**src/rtl/tdm_tx_pkg.sv**
```systemverilog
package tdm_tx_pkg;

  // Strobes from slot control to the data path
  typedef struct packed {
    logic loadWord;    // copy holding buffer into shifter this clock
    logic shiftBit;    // advance shifter by one bit
    logic slotActive;  // current slot belongs to this device
  } txStrobes_t;

  // Pin behaviour in slots not owned by this device
  typedef enum logic [1:0] {
    IDLE_RELEASE = 2'd0,
    IDLE_LOW     = 2'd1,
    IDLE_HIGH    = 2'd2,
    IDLE_SPARE   = 2'd3
  } idleMode_e;

endpackage

```
**src/rtl/tdm_tx_ctrl.sv**
```systemverilog
module tdm_tx_ctrl
  import tdm_tx_pkg::*;
#(
  parameter int SLOT_W    = 8,
  parameter int MAX_SLOTS = 32
) (
  input  logic                         clk,
  input  logic                         rstN,
  input  logic                         enable,
  input  logic                         bitTick,
  input  logic                         frameSync,
  input  logic [$clog2(MAX_SLOTS)-1:0] lastSlot,
  input  logic [MAX_SLOTS-1:0]         slotMask,
  input  logic                         bufFull,
  output txStrobes_t                   strobes,
  output logic                         dataReq
);

  localparam int BIT_CW  = $clog2(SLOT_W);
  localparam int SLOT_CW = $clog2(MAX_SLOTS);
  localparam logic [BIT_CW-1:0] LAST_BIT = BIT_CW'(SLOT_W - 1);

  logic               enPrev;
  logic               running;
  logic               slotActive;
  logic [BIT_CW-1:0]  bitCnt;
  logic [SLOT_CW-1:0] slotCnt;

  logic               slotStart;
  logic               loadNow;
  logic               shiftNow;
  logic               lookReq;
  logic               primeReq;
  logic [SLOT_CW-1:0] newSlot;
  logic [SLOT_CW-1:0] peekSlot;

  // Successor in the frame, wrapping after the programmed last slot
  function automatic logic [SLOT_CW-1:0] stepSlot(input logic [SLOT_CW-1:0] cur,
                                                  input logic [SLOT_CW-1:0] last);
    return (cur == last) ? '0 : cur + 1'b1;
  endfunction

  always_comb begin
    slotStart = enable && bitTick && (frameSync || (running && bitCnt == LAST_BIT));
    newSlot   = frameSync ? '0 : stepSlot(slotCnt, lastSlot);
    peekSlot  = stepSlot(newSlot, lastSlot);
    loadNow   = slotStart && slotMask[newSlot];
    shiftNow  = enable && running && bitTick && !slotStart;
    // Look-ahead: ask for the next slot's word only if the buffer will be empty
    lookReq   = slotStart && slotMask[peekSlot] && (!bufFull || loadNow);
    primeReq  = enable && !enPrev;
  end

  always_ff @(posedge clk or negedge rstN) begin
    if (!rstN) begin
      enPrev     <= 1'b0;
      running    <= 1'b0;
      slotActive <= 1'b0;
      bitCnt     <= '0;
      slotCnt    <= '0;
      dataReq    <= 1'b0;
    end else if (!enable) begin
      enPrev     <= 1'b0;
      running    <= 1'b0;
      slotActive <= 1'b0;
      bitCnt     <= '0;
      slotCnt    <= '0;
      dataReq    <= 1'b0;
    end else begin
      enPrev  <= 1'b1;
      dataReq <= primeReq || lookReq;
      if (slotStart) begin
        running    <= 1'b1;
        slotCnt    <= newSlot;
        bitCnt     <= '0;
        slotActive <= slotMask[newSlot];
      end else if (shiftNow) begin
        bitCnt <= bitCnt + 1'b1;
      end
    end
  end

  always_comb begin
    strobes.loadWord   = loadNow;
    strobes.shiftBit   = shiftNow;
    strobes.slotActive = slotActive;
  end

endmodule

```
**src/rtl/tdm_tx_dp.sv**
```systemverilog
module tdm_tx_dp
  import tdm_tx_pkg::*;
#(
  parameter int SLOT_W = 8
) (
  input  logic              clk,
  input  logic              rstN,
  input  logic              enable,
  input  txStrobes_t        strobes,
  input  logic              wrValid,
  input  logic [SLOT_W-1:0] wrData,
  input  logic [1:0]        idleMode,
  output logic              bufFull,
  output logic              txData,
  output logic              txOe,
  output logic              underrun
);

  logic [SLOT_W-1:0] holdBuf;
  logic [SLOT_W-1:0] shifter;

  always_ff @(posedge clk or negedge rstN) begin
    if (!rstN) begin
      holdBuf  <= '0;
      shifter  <= '0;
      bufFull  <= 1'b0;
      underrun <= 1'b0;
    end else if (!enable) begin
      holdBuf  <= '0;
      shifter  <= '0;
      bufFull  <= 1'b0;
      underrun <= 1'b0;
    end else begin
      // Copy uses the old buffer contents; a same-clock write lands afterwards
      if (strobes.loadWord) begin
        shifter <= bufFull ? holdBuf : '0;
        if (!bufFull) underrun <= 1'b1;
      end else if (strobes.shiftBit) begin
        shifter <= {shifter[SLOT_W-2:0], 1'b0};
      end

      if (wrValid) begin
        holdBuf <= wrData;
        bufFull <= 1'b1;
      end else if (strobes.loadWord) begin
        bufFull <= 1'b0;
      end
    end
  end

  always_comb begin
    if (strobes.slotActive) begin
      txData = shifter[SLOT_W-1];
      txOe   = 1'b1;
    end else begin
      unique case (idleMode_e'(idleMode))
        IDLE_LOW:  begin txData = 1'b0; txOe = 1'b1; end
        IDLE_HIGH: begin txData = 1'b1; txOe = 1'b1; end
        default:   begin txData = 1'b0; txOe = 1'b0; end
      endcase
    end
  end

endmodule

```
**src/rtl/tdm_tx_slot_seq.sv**
```systemverilog
module tdm_tx_slot_seq
  import tdm_tx_pkg::*;
#(
  parameter int SLOT_W    = 8,
  parameter int MAX_SLOTS = 32
) (
  input  logic                         clk,
  input  logic                         rstN,
  input  logic                         enable,
  input  logic                         bitTick,
  input  logic                         frameSync,
  input  logic [$clog2(MAX_SLOTS)-1:0] lastSlot,
  input  logic [MAX_SLOTS-1:0]         slotMask,
  input  logic [1:0]                   idleMode,
  input  logic                         wrValid,
  input  logic [SLOT_W-1:0]            wrData,
  output logic                         txData,
  output logic                         txOe,
  output logic                         dataReq,
  output logic                         underrun
);

  txStrobes_t strobes;
  logic       bufFull;

  tdm_tx_ctrl #(
    .SLOT_W   (SLOT_W),
    .MAX_SLOTS(MAX_SLOTS)
  ) u_ctrl (
    .clk      (clk),
    .rstN     (rstN),
    .enable   (enable),
    .bitTick  (bitTick),
    .frameSync(frameSync),
    .lastSlot (lastSlot),
    .slotMask (slotMask),
    .bufFull  (bufFull),
    .strobes  (strobes),
    .dataReq  (dataReq)
  );

  tdm_tx_dp #(
    .SLOT_W(SLOT_W)
  ) u_dp (
    .clk     (clk),
    .rstN    (rstN),
    .enable  (enable),
    .strobes (strobes),
    .wrValid (wrValid),
    .wrData  (wrData),
    .idleMode(idleMode),
    .bufFull (bufFull),
    .txData  (txData),
    .txOe    (txOe),
    .underrun(underrun)
  );

endmodule

```
**config.mk**
```make
export PLATFORM = sky130hd
export DESIGN_NAME = tdm_tx_slot_seq
export DESIGN_NICKNAME = d
export VERILOG_FILES = /design/src/rtl/tdm_tx_pkg.sv /design/src/rtl/tdm_tx_ctrl.sv /design/src/rtl/tdm_tx_dp.sv /design/src/rtl/tdm_tx_slot_seq.sv
export SDC_FILE = /design/constraint.sdc
export NUM_CORES = 1
export LEC_CHECK = 0
export BUFFER_PORTS_ARGS = -buffer_cell sky130_fd_sc_hd__buf_4
export CORE_ASPECT_RATIO = 1.25
export CORE_MARGIN = 2
export CORE_UTILIZATION = 55
export DETAILED_ROUTE_END_ITERATION = 6
export PLACE_DENSITY = 0.81
export RECOVER_POWER = 50
export SLEW_MARGIN = 20
export SYNTH_ARGS = -nofsm -noshare
export SYNTH_HDL_FRONTEND = slang
export SYNTH_SLANG_ARGS = --single-unit
```
**constraint.sdc**
```tcl
create_clock -name clk -period 8.46 [get_ports clk]
set_input_delay 0.423 -clock clk [delete_from_list [all_inputs] [get_ports clk]]
set_output_delay 0.423 -clock clk [all_outputs]
set_load 0.02 [all_outputs]
```
**Word-level counts from Yosys, hierarchy flattened**

Cells that the tools add are included.

- Magnitude comparators: 2
- Equality and inequality tests: 12
- Multiplexer cells: 34
- Reduce and logical (&&, ||, !) cells: 18
- Add/sub/neg operators: 3

Operators by type and width:

| kind | number |
|---|---|
| two-way mux 8 bit | 6 |
| two-way mux 5 bit | 5 |
| two-way mux 1 bit | 18 |
| less-than comparator 5 x 6 -> 1 bit, second input constant | 2 |
| adder 5 x 1 -> 5 bit, second input constant | 2 |
| binary-select mux 1 bit (select 5 bit) | 2 |
| equality test 5 bit | 2 |
| logical AND 1 bit | 10 |
| two-way mux 3 bit | 3 |
| inequality test 3 x 1 -> 1 bit, second input constant | 3 |
| inequality test 2 x 1 -> 1 bit, second input constant | 3 |
| adder 3 x 1 -> 3 bit, second input constant | 1 |
| equality test 3 bit, second input constant | 1 |
| zero test 1 bit | 3 |
| logical OR 1 bit | 3 |
| equality test 2 x 1 -> 1 bit, second input constant | 1 |
| equality test 2 bit, second input constant | 1 |
| inequality test 2 bit, second input constant | 1 |
| AND reduction 2 bit | 1 |
| OR reduction 2 bit | 1 |

- Output and inout bits: 4
- Word-level logic and storage cells: 79
- Bits of input ports: 53
- Bits in registers: 30

**Logic depth before layout (Yosys ltp)**

- Depth in word-level cells: 11
- Gate-level depth with buffers: 14

**Cells and area by module**

From an unflattened synthesis, not the netlist that was laid out.

- Cells, all modules: 293
- Area total of the unflattened synthesis: 2578.7 um^2

Modules (own cells, without submodules):

| module | times used | sequential area each (um^2) | cells an instance | area each (um^2) |
|---|---|---|---|---|
| tdm_tx_ctrl | 1 | 300.3 | 227 | 1731.7 |
| tdm_tx_dp | 1 | 450.4 | 66 | 847.1 |

**Worst setup path after synthesis**

Ideal clock, no wire load.

- Kind: flip-flop to flip-flop
- From: register u_ctrl.slotCnt[2]
- To: register u_ctrl.dataReq
- Arrival: 3.403 ns
- Slack: 4.991 ns
- Stages on the path, launching flop included: 15
- Cells stage by stage: dfrtp_1 -> buf_6 -> xor2_2 -> or4_4 -> o21ai_4 -> inv_4 -> buf_2 -> ha_1 -> clkbuf_1 -> nor3_1 -> a311oi_2 -> o32ai_1 -> a221o_1 -> a221oi_2 -> a22o_1

- Word-level cells in the longest chain between the ends: 11
- Elaborated cells between the ends (all ways): 17
- Classes of those cells: 2 x add/sub; 2 x eq/ne; 8 x mux; 5 x reduce/logical

RTL lines:

| item | RTL line | text |
|---|---|---|
| start: declaration | tdm_tx_ctrl.sv:27 | `logic [SLOT_CW-1:0] slotCnt;` |
| start signal: assignment | tdm_tx_ctrl.sv:74 | `slotCnt <= newSlot;` |
| adder 5 x 1 -> 5 bit or equality test 5 bit (tied branches) | tdm_tx_ctrl.sv:40 | `return (cur == last) ? '0 : cur + 1'b1;` |
| two-way mux 5 bit * | tdm_tx_ctrl.sv:40 |  |
| two-way mux 5 bit * | tdm_tx_ctrl.sv:45 | `newSlot = frameSync ? '0 : stepSlot(slotCnt, lastSlot);` |
| adder 5 x 1 -> 5 bit or equality test 5 bit (tied branches) | tdm_tx_ctrl.sv:40 |  |
| two-way mux 5 bit | tdm_tx_ctrl.sv:40 |  |
| binary-select mux 1 bit (select 5 bit) | tdm_tx_ctrl.sv:50 | `lookReq = slotStart && slotMask[peekSlot] && (!bufFull \|\| loadNow);` |
| two-way mux 1 bit (implied by the code) | tdm_tx_ctrl.sv:50 |  |
| logical AND 1 bit | tdm_tx_ctrl.sv:50 |  |
| logical AND 1 bit * | tdm_tx_ctrl.sv:50 |  |
| logical OR 1 bit * | tdm_tx_ctrl.sv:71 | `dataReq <= primeReq \|\| lookReq;` |
| two-way mux 1 bit * | tdm_tx_ctrl.sv:62 | `end else if (!enable) begin` |
| end signal: assignment | tdm_tx_ctrl.sv:71 |  |
| end: declaration | tdm_tx_ctrl.sv:16 | `output logic dataReq` |

Every way passes the cells marked *; elsewhere a longest branch is shown, timed or not. The select of a mux whose other input is x is not followed.
A chain may end at the register's enable or synchronous reset.

**Final worst setup path**

Ends and elaborated chain as after synthesis.

==> results.py <==
metrics = {
    "global_route": {
        "groute.usage.overall": 0.2632,
        "globalRouteOverflowTotal": 0,
        "antenna_found_initial": 0,
        "vias_in_the_first_global_route": 2357,
        "pin_count_of_the_biggest_net_entering_global_routing": 31,
        "grt_first_pass_wirelength_mm": 10.85,
    },
    "placed_design": {
        "dp_cells": 398,
        "place.detailed.hpwl_mm": 5.167,
        "buffers_on_ports": 56,
        "place.gp.congestion": 0.8719,
    },
    "yosys": {
        "synth-edff-count": 0,
        "yosysTopAreaCell": "sky130_fd_sc_hd__dfrtp_1",
        "synthesis.area_per_instance_um2": 8.813,
        "synth_area_leaders": "sky130_fd_sc_hd__dfrtp_1 (29%), sky130_fd_sc_hd__mux2i_1 (12%), sky130_fd_sc_hd__nand2_1 (8.4%)",
        "postSynthNetCount": 356,
        "ys_async_sr_fraction": 1.000,
        "synthDominantCellAreaShare": 0.2859,
        "synth.ff_latch_count": 30,
        "ys_seq_area_frac": 0.2859,
        "synthesis.instances": 298,
        "synth.lib_cells_used.distinct": 58,
        "synth_warnings": 0,
        "syn-cell-area_um2": 2626,
        "ys.flop_type": "sky130_fd_sc_hd__dfrtp_1",
    },
    "min_path": {
        "holdCritPathClass": "in2reg",
    },
    "setup_path": {
        "critPathKind": "reg2reg",
        "crit_path_max_incr_delay_ps": 650,
        "category_of_the_worst_setup_path_launch_point": "flip-flop",
        "worst-path-buf-inv": 1,
        "critical_path.top_delay_family": "multiplexers",
        "cell_by_cell_trace_of_the_critical_path": "xor2_2 > or4_4 > o21ai_4 > inv_4 > ha_1 > xnor2_2 > mux2i_1 > mux4_2 > mux2_2 > nand3b_1 > a22o_1",
        "critPathRequiredTime_ps": 8670,
        "maximum_fanout_encountered_on_the_critical_timing_path": 15,
        "crit_path_top_delay_cell": "sky130_fd_sc_hd__xnor2_2",
        "endpoint_kind": "flip-flop",
        "worst_ep_arrival_time_ps": 4140,
    },
    "drt": {
        "drt-pass1-iter-count": 4,
        "drtAntennaViolNets": 0,
        "vias": 2471,
        "avgViaCountPerCell": 6.101,
        "drt-wirelength-per-cell_um": 16.67,
        "drtIter0Drc": 195,
        "remaining_drcs": 0,
        "routed_wirelength_mm": 6.750,
    },
    "final_layout": {
        "area_delta_synth_final_pct": 18.25,
        "final_util": 0.6665,
        "drive_above_1_share": 0.2319,
        "finish.net_count": 403,
        "antenna_cells": 0,
        "layout.cells.non_filler": 405,
        "fill_cell_count": 411,
    },
    "clock_tree": {
        "cts_resized": 0,
        "clk_path_buf_depth": 2,
        "cts_root_buffer": "sky130_fd_sc_hd__clkbuf_8",
        "cts.repair_timing.setup_buffer_count": 0,
        "clkSinkCount": 30,
        "insertion_delay_ps": 270,
        "cts_max_level": 2,
        "holdBufCountCts": 0,
        "cts_made_buffers": 5,
        "clkTransAtPathRegs_ps": 60,
        "clock_tree_from_tritoncts": "yes",
    },
    "floorplanning": {
        "core-area_um2": 4659,
        "initial_utilization": 0.5636,
        "pin_count": 57,
        "floorplan.die_area_um2": 5347,
        "fp.dieH_um": 81.26,
        "rows": 28,
        "fp.dieW_um": 65.81,
    },
    "timing": {
        "timing.setup.tns_ps": 0,
        "final.setup_skew_ps": 3.970,
        "fmax_ghz": 0.2546,
        "grt_setup_unrepaired": "no",
        "worstMarginPinSlew_ps": 1541,
        "drv_slew": 31,
        "final_hold_violation_count": 0,
        "finalCriticalPeriod_ps": 3928,
        "maxSlewHeadroom": -0.02705,
        "setup-violations-final": 0,
        "fin_crit_sh": 0.4643,
    },
    "status": {
        "outcome": "complete, but fails checks",
        "violations": "capacitance limit, slew limit",
    },
    "pwr": {
        "ir_drop_uv": 138.0,
        "power_density_nw_per_um2": 120.3,
        "totalPowerFinal_w": 0.0003736,
        "total_leakage_power_nw": 1.430,
    },
    "run": {
        "max_cap_viol_count": 1,
    },
}
power breakdown:
part / switching [W] / internal, W / leakage (nW)
sequential: 0.00000682 / 0.000149 / 0.405
combinational: 0.0000612 / 0.0000539 / 0.986
clock: 0.0000461 / 0.0000564 / 0.0383
area by class of cell:
type                            instances  area (µm²)  share of cell area
Multi-Input combinational cell        243        1754              0.5649
Sequential cell                        30       750.7              0.2417
Timing Repair Buffer                   56       412.9              0.1330
Clock buffer                            7       76.32             0.02458
Tap cell                               60       75.07             0.02417
Inverter                                9       36.28             0.01168
per-layer routing:
layer / up-vias / wire [µm] / GRT usage
met4: 0 / 222 / 0.1104
met5: - / 0 / 0
met1: 1178 / 2659 / 0.2987
met2: 90 / 3539 / 0.4909
met3: 15 / 329 / 0.03186
li1: 1188 / - / -
cells by family after synthesis:
family / synth area share
and+or+nand+nor: 0.2230
AOI/OAI and AO/OA: 0.2025
muxes: 0.1763
DFF: 0.2859
buffers and inverters: 0.04621
xor gates and xnor gates: 0.04241
adders and majority gates: 0.02382
worst register-to-register path, stage by stage, from the launching register on:
cell	delay, ps
sky130_fd_sc_hd__dfrtp_1	460
sky130_fd_sc_hd__xor2_2	200
sky130_fd_sc_hd__or4_4	630
sky130_fd_sc_hd__o21ai_4	340
sky130_fd_sc_hd__inv_4	170
sky130_fd_sc_hd__ha_1	270
sky130_fd_sc_hd__xnor2_2	650
sky130_fd_sc_hd__mux2i_1	170
sky130_fd_sc_hd__mux4_2	500
sky130_fd_sc_hd__mux2_2	280
sky130_fd_sc_hd__nand3b_1	80
sky130_fd_sc_hd__a22o_1	120
Yosys cell counts, types with 4 or more instances:
master / instances
sky130_fd_sc_hd__nand2_1: 59
sky130_fd_sc_hd__mux2i_1: 32
sky130_fd_sc_hd__dfrtp_1: 30
sky130_fd_sc_hd__a21oi_1: 12
sky130_fd_sc_hd__nor2b_1: 12
sky130_fd_sc_hd__clkbuf_1: 11
sky130_fd_sc_hd__nor2_1: 11
sky130_fd_sc_hd__nand3_1: 10
sky130_fd_sc_hd__nor3_1: 9
sky130_fd_sc_hd__inv_1: 8
sky130_fd_sc_hd__xor2_1: 8
sky130_fd_sc_hd__a211oi_1: 7
sky130_fd_sc_hd__a31oi_1: 5
sky130_fd_sc_hd__ha_1: 5
sky130_fd_sc_hd__o21a_1: 4
sky130_fd_sc_hd__o21ai_0: 4
sky130_fd_sc_hd__o31ai_1: 4
worst paths after layout:
| check | end | start | slack [ps] | depth (start not counted) |
|---|---|---|---|---|
| hold reg to reg | u_dp.underrun | u_dp.underrun | 490 | 2 |
| max in group asynchronous | u_dp.shifter[5] | rstN | 7040 | 1 |
| setup reg to reg | u_ctrl.dataReq | u_ctrl.slotCnt[2] | 4530 | 11 |
| hold / removal | u_dp.holdBuf[7] | wrData[7] | 420 | 3 |
| min in group asynchronous | u_ctrl.bitCnt[1] | rstN | 520 | 1 |
| setup / recovery | u_ctrl.dataReq | u_ctrl.slotCnt[2] | 4530 | 11 |
sequential cells by signal, indices dropped and copies added, names as in the netlist:
signal / flops
u_ctrl.enPrev: 1
u_ctrl.slotActive: 1
u_ctrl.slotCnt: 5
u_dp.shifter: 8
u_ctrl.bitCnt: 3
u_dp.holdBuf: 8
u_dp.bufFull: 1
u_dp.underrun: 1
u_ctrl.running: 1
u_ctrl.dataReq: 1
cell usage in the layout (no fill, tap or decap), drive strengths merged, types with 4 or more instances in the layout:
master	count
clkbuf	9
mux4	5
nor2	12
o21ai	7
a21oi	12
buf	54
nor2b	12
nand2	59
nand3	10
o31ai	4
o21a	4
a211oi	7
nor3	9
inv	9
a31oi	5
dfrtp	30
ha	5
xor2	9
mux2i	32
per-stage QoR:
stage | setup WS (ps) | cell area [µm²] | hold slack (ps)
2_1_floorplan | 4991 | 2626 | 127.4
3_3_place_gp | 4523 | 3037 | 368.1
3_5_place_dp | 4433 | 3037 | 368.1
4_1_cts | 4543 | 3113 | 73.69
5_1_grt | 4319 | 3105 | 424.5
6_report | 4532 | 3105 | 415.6
Power figures use the tool's default switching activity.
